`src/rtl/cml_pkg.sv`:
```
package cml_pkg;
  localparam int unsigned ADDR_W = 8;
  localparam int unsigned DATA_W = 8;
  localparam int unsigned SCR_N  = 4;

  localparam logic [ADDR_W-1:0] OFS_MODE     = 8'h4C;
  localparam logic [ADDR_W-1:0] OFS_BOOT_END = 8'h50;
  localparam logic [ADDR_W-1:0] OFS_SCR_BASE = 8'h72;

  localparam int unsigned MODE_SEL_BIT = 2;

  localparam logic [SCR_N*DATA_W-1:0] SCR_MASKS = 32'h70FF_FFFF;
  localparam logic [SCR_N-1:0]        SCR_COLOR_GATED = 4'b0100;

  localparam logic [DATA_W-1:0] IDLE_READ = '1;
endpackage

```
`src/rtl/cml_mode_lock.sv`:
```
module cml_mode_lock (
  input  logic clk,
  input  logic rst_n,
  input  logic cfg_mono_hw,
  input  logic cfg_skip_boot,
  input  logic cfg_color_cart,
  input  logic mode_wr,
  input  logic mode_sel,
  input  logic boot_end_wr,
  output logic compat_q,
  output logic written_q,
  output logic boot_done_q,
  output logic boot_rom_on_q
);
  always_ff @(posedge clk) begin
    if (!rst_n) begin
      if (cfg_skip_boot) begin
        written_q     <= 1'b1;
        compat_q      <= cfg_mono_hw | ~cfg_color_cart;
        boot_done_q   <= 1'b1;
        boot_rom_on_q <= 1'b0;
      end else if (cfg_mono_hw) begin
        written_q     <= 1'b1;
        compat_q      <= 1'b1;
        boot_done_q   <= 1'b1;
        boot_rom_on_q <= 1'b1;
      end else begin
        written_q     <= 1'b0;
        compat_q      <= 1'b0;
        boot_done_q   <= 1'b0;
        boot_rom_on_q <= 1'b1;
      end
    end else begin
      if (mode_wr && !written_q) begin
        written_q <= 1'b1;
        compat_q  <= mode_sel;
      end
      if (boot_end_wr) begin
        boot_done_q   <= 1'b1;
        boot_rom_on_q <= 1'b0;
      end
    end
  end
endmodule

```
`src/rtl/cml_scratch_bank.sv`:
```
module cml_scratch_bank #(
  parameter int unsigned N = 4,
  parameter int unsigned W = 8,
  parameter logic [N*W-1:0] MASKS = '1
) (
  input  logic         clk,
  input  logic         rst_n,
  input  logic [N-1:0] wr_en,
  input  logic [W-1:0] wdata,
  output logic [N*W-1:0] stored,
  output logic [N*W-1:0] view
);
  for (genvar i = 0; i < N; i++) begin : g_reg
    localparam logic [W-1:0] M = MASKS[i*W +: W];
    logic [W-1:0] q;
    always_ff @(posedge clk) begin
      if (!rst_n)       q <= '0;
      else if (wr_en[i]) q <= wdata & M;
    end
    assign stored[i*W +: W] = q;
    assign view[i*W +: W]   = (q & M) | ~M;
  end
endmodule

```
`src/rtl/cml_read_mux.sv`:
```
module cml_read_mux #(
  parameter int unsigned N = 4,
  parameter int unsigned W = 8
) (
  input  logic [N-1:0]   sel,
  input  logic [N*W-1:0] view,
  output logic [W-1:0]   rdata
);
  always_comb begin
    rdata = '1;
    for (int i = 0; i < N; i++) begin
      if (sel[i]) rdata = view[i*W +: W];
    end
  end
endmodule

```
`src/rtl/cml_lock_top.sv`:
```
module cml_lock_top
  import cml_pkg::*;
(
  input  logic                    clk,
  input  logic                    rst_n,
  input  logic                    cfg_mono_hw,
  input  logic                    cfg_skip_boot,
  input  logic                    cfg_color_cart,
  input  logic                    io_wr,
  input  logic [ADDR_W-1:0]       io_addr,
  input  logic [DATA_W-1:0]       io_wdata,
  output logic [DATA_W-1:0]       io_rdata,
  output logic                    color_mode_o,
  output logic                    boot_rom_on_o,
  output logic [SCR_N*DATA_W-1:0] scratch_o
);
  logic compat, written, boot_done;
  logic [SCR_N-1:0] scr_hit, scr_ok, scr_sel, scr_wr;
  logic [SCR_N*DATA_W-1:0] scr_view;

  assign color_mode_o = ~compat | ~boot_done;

  cml_mode_lock u_lock (
    .clk           (clk),
    .rst_n         (rst_n),
    .cfg_mono_hw   (cfg_mono_hw),
    .cfg_skip_boot (cfg_skip_boot),
    .cfg_color_cart(cfg_color_cart),
    .mode_wr       (io_wr && io_addr == OFS_MODE && color_mode_o),
    .mode_sel      (io_wdata[MODE_SEL_BIT]),
    .boot_end_wr   (io_wr && io_addr == OFS_BOOT_END),
    .compat_q      (compat),
    .written_q     (written),
    .boot_done_q   (boot_done),
    .boot_rom_on_q (boot_rom_on_o)
  );

  for (genvar i = 0; i < SCR_N; i++) begin : g_dec
    assign scr_hit[i] = (io_addr == OFS_SCR_BASE + ADDR_W'(i));
    if (SCR_COLOR_GATED[i]) begin : g_col
      assign scr_ok[i] = color_mode_o;
    end else begin : g_hw
      assign scr_ok[i] = ~cfg_mono_hw;
    end
    assign scr_sel[i] = scr_hit[i] & scr_ok[i];
    assign scr_wr[i]  = scr_sel[i] & io_wr;
  end

  cml_scratch_bank #(.N(SCR_N), .W(DATA_W), .MASKS(SCR_MASKS)) u_scr (
    .clk   (clk),
    .rst_n (rst_n),
    .wr_en (scr_wr),
    .wdata (io_wdata),
    .stored(scratch_o),
    .view  (scr_view)
  );

  cml_read_mux #(.N(SCR_N), .W(DATA_W)) u_rd (
    .sel  (scr_sel),
    .view (scr_view),
    .rdata(io_rdata)
  );
endmodule

```
`config.mk`:
```
export PLATFORM = sky130hd
export DESIGN_NAME = cml_lock_top
export DESIGN_NICKNAME = d
export VERILOG_FILES = /design/src/rtl/cml_pkg.sv /design/src/rtl/cml_mode_lock.sv /design/src/rtl/cml_scratch_bank.sv /design/src/rtl/cml_read_mux.sv /design/src/rtl/cml_lock_top.sv
export SDC_FILE = /design/constraint.sdc
export NUM_CORES = 1
export LEC_CHECK = 0
export CELL_PAD_IN_SITES_DETAIL_PLACEMENT = 1
export CELL_PAD_IN_SITES_GLOBAL_PLACEMENT = 2
export CORE_MARGIN = 2
export CORE_UTILIZATION = 22
export DETAILED_ROUTE_END_ITERATION = 10
export GPL_TIMING_DRIVEN = 0
export MAX_ROUTING_LAYER = met4
export PLACE_DENSITY = 0.8
export SLEW_MARGIN = 20
export SYNTH_ARGS = -nofsm -noshare
export SYNTH_HDL_FRONTEND = slang
export SYNTH_SLANG_ARGS = --single-unit
```
`constraint.sdc`:
```
create_clock -name clk -period 1.6 [get_ports clk]
set_input_delay 0.32 -clock clk [delete_from_list [all_inputs] [get_ports clk]]
set_output_delay 0.32 -clock clk [all_outputs]
set_load 0.05 [all_outputs]
```
==> results.md <==
- Core area: about 0.0073 mm2
- Diode count: 0
- First-pass GRT wire length: approximately 10000 um
- Synth top area share: 32.05%
- Post-synth cell types: 35
- Synth Area in Compound Gates: between 20% and 30%
- Fin crit share: 142.7%
- Worst Path Arrival: about 2000 ps
- CP startpoint kind: flop
- # rows: 31
- # fillers: between 800 and 900
- Worst-path fanout max: 6
- CP Data Required Time: around 1300 ps
- Total GRT Usage: around 16%
- Area of the multi-input gates: approximately 0.0011 mm2
- Largest net degree at the start of global routing: 11
- Final slew viol count: 0
- Final hold vios: 0
- Mapped cell area: 0.001687 mm2
- Worst Setup End Kind: primary output
- Core Util, Final: between 30 and 40%
- Top Ports: 64
- Worst-case clock buffer depth: 2
- Worst VDD drop: ~0.00035 V
- Cells after Synth: 188
- Avg Inst Size Synth: around 9.0 um2
- Grt ovf: 0
- Clock Latency Late Sink: around 280 ps
- Synth Area in XOR/XNOR: 0%
- Die width: between 90 and 100 um
- CTS root buf: clkbuf_8
- Detailed Route Iter0 Violations: 57
- Htree depth: 2
- Wirelength, routed: about 6500 um
- Met3 wire length: 260 um
- Failing checks: negative setup slack
- Post-synthesis adder-cell area fraction: 0%
- Least-Margin Pin Slew: around 600 ps
- Synthesis-to-finish area growth: 67.36%
- Setup Viol. Count Final: 18
- Comb pwr share: between 10% and 20%
- Die area: 0.008383 mm2
- Wire length per cell: about 18 um
- RSZ-0062 raised after global routing: true
- Simple-Gate Fraction of Synth Area: 22.63%
- Sink Count: 31
- Initial core utilization: 23.01%
- Antenna Nets Post-Route: 0
- Storage cell area: between 600 and 700 um2
- Cell taking the most area after synthesis: dfxtp_1
- Minimum clock period: 2283 ps
- Drt pass-1 iters: 4
- Crit Path Category: reg -> out
- Routed vias/inst: slightly below 5
- Hold slack: ~430 ps
- Nets: roughly 290
- Fmax: 438.1 MHz
- Combinational family with the most area after synthesis: simple AND/OR/NAND/NOR gates
- Net Switching: roughly 0.5 mW
- Clock share of power: a little over two fifths
- Outcome: finished, violations left
- Switching Fraction: a little over a quarter
- Layout cells sized above 1: 28.68%
- Met2 WL: between 3000 and 4000 um
- Initial antenna violation count: 0
- Internal power: ~1.4 mW
- Max transition margin: 60.20%
- Synthesized flop and latch total: 31
- DRC: 0
- Sequential fraction of design power: 41.9%
- Cts bufs inserted: 5
- Vias in the first global route: ~1.9k
- Routability congestion estimate: about 0.85
- Synth warn: 0
- CTS tree: built
- Wire length on met1: around 2900 um
- Via count: 1803
- Power Density: just under 700 mW/mm2
- Top cells by area, synth: dfxtp_1 32%, mux2i_1 10%, o31ai_1 7.6%
- Setup ws final: -682.5 ps
- DR top layer: met4
- Worst r2r path cells: 6
- Post-synthesis mux area share: about a tenth
- Count of input and output buffers: 57
- Cell leakage power: 1.124 nW
- Worst Skew: 2.656 ps
- Clock Pin Slew Worst Setup and Hold Paths: 70 ps
- Number of max-cap violations: 0
- Worst hold path cell count: 3
- HP Class: in -> reg
- DP HPWL: ~4700 um
- Height of the die: between 90 and 100 um
- Register area share after synthesis: about two fifths
[worst max-delay path, cell delays in order, from the launching register on]
cell and delay [ps]:
edfxtp_1 420, a211o_1 360, or3_4 350, buf_8 140, o221a_4 260, buf_6 150
[final cells by class]
type,instances,share of cell area (%)
plain buffers,22,6.339
multi-input cells,136,39.36
flip-flops and latches,31,23.49
well taps,99,4.388
clock inverters,2,1.241
clock buffers,6,2.926
repair buffers,66,21.99
inverters,2,0.2660
[logic make-up after synthesis]
| logic type | Yosys count |
|---|---|
| multiplexers | 17 |
| flip-flops | 31 |
| other | 1 |
| AND/OR/NAND/NOR | 66 |
| buffers and inverters | 25 |
| AO/OA/AOI/OAI | 48 |
[final timing paths]
path,startpoint,to,slack (ps)
setup / recovery,u_lock.boot_done_q,io_rdata[6],-680
hold / removal,rst_n,u_scr.g_reg[3].q[5],430
setup reg to reg,u_lock.compat_q,u_scr.g_reg[2].q[5],50
hold reg to reg,u_scr.g_reg[0].q[5],u_scr.g_reg[0].q[5],480
[state kept, by name, summed over array words and instances (netlist names)]
register and flops:
u_lock.boot_done_q 1, u_lock.boot_rom_on_q 1, u_lock.compat_q 1, u_lock.written_q 1
u_scr.g.q 27
[power by group through the flow]
stage	combinational [mW]	clock (mW)	sequential, mW
2_1_floorplan	0.133	0	0.828
3_3_place_gp	0.252	0	0.821
3_5_place_dp	0.255	0	0.821
4_1_cts	0.273	0.837	0.802
5_1_grt	0.310	0.874	0.803
6_report	0.294	0.818	0.802
[per-stage QoR]
| stage | instance area, um2 | total power [mW] | setup TNS [ps] | setup WS (ps) | instances |
|---|---|---|---|---|---|
| after CTS | 2741 | 1.912 | -5529 | -681.1 | 362 |
| after global routing | 2823 | 1.987 | -7394 | -730.9 | 364 |
| final | 2823 | 1.914 | -5589 | -682.5 | 364 |
| after detailed placement | 2517 | 1.076 | -30640 | -1569 | 348 |
| after floorplan | 1823 | 0.9603 | -1618 | -215.1 | 192 |
| after global placement | 2517 | 1.073 | -29930 | -1532 | 348 |
[cells in the final DEF, fill, tap and decap left out, drive strengths merged, types with 3 or more instances in the layout]
| master | Yosys | final |
|---|---|---|
| nor2 | 3 | 3 |
| mux2i | 17 | 17 |
| a2bb2oi | 5 | 5 |
| o31ai | 18 | 18 |
| buf | 10 | 32 |
| nand2 | 21 | 21 |
| nand4 | 20 | 20 |
| dfxtp | 27 | 27 |
| o21ai | 3 | 3 |
| clkdlybuf4s15 | 0 | 5 |
| clkbuf | 13 | 18 |
| a21oi | 18 | 18 |
| dlygate4sd2 | 0 | 29 |
| clkdlybuf4s50 | 0 | 10 |
| edfxtp | 4 | 4 |
| conb | 1 | 5 |
| nor2b | 3 | 3 |
| or4b | 3 | 3 |
[cell usage after synthesis]
library cell,n
dfxtp_1,27
nand2_1,21
nand4_1,20
a21oi_1,18
mux2i_1,17
o31ai_1,17
clkbuf_1,13
a2bb2oi_1,5
buf_4,5
edfxtp_1,4
buf_2,3
nor2_1,3
nor2b_1,3
o21ai_0,3
a2111oi_2,2
buf_6,2
inv_1,2
nand2b_1,2
nand3_1,2
nor4_1,2
or3_1,2
or4b_1,2
a211o_1,1
and2_1,1
and2b_1,1
and3_1,1
and4_1,1
and4b_1,1
conb_1,1
nand4b_1,1
nor3b_1,1
nor4b_2,1
o221a_2,1
o31ai_2,1
or4b_2,1
[metal layers]
layer / up-vias / GRT usage, %
li1: 861 / -
met1: 890 / 19.99
met2: 44 / 26.78
met3: 8 / 2.656
met4: 0 / 4.167
met5: - / -
[timing repair]
action | 4_1_cts | 5_1_grt
hold endpoints to repair | 0 | 0
pin swaps | 6 | 2
hold buffers | 0 | 0
setup buffers | 7 | 2
setup endpoints to repair | 68 | 38
gates resized for setup | 128 | 22
Note: power is estimated with default switching activity, not from simulation.
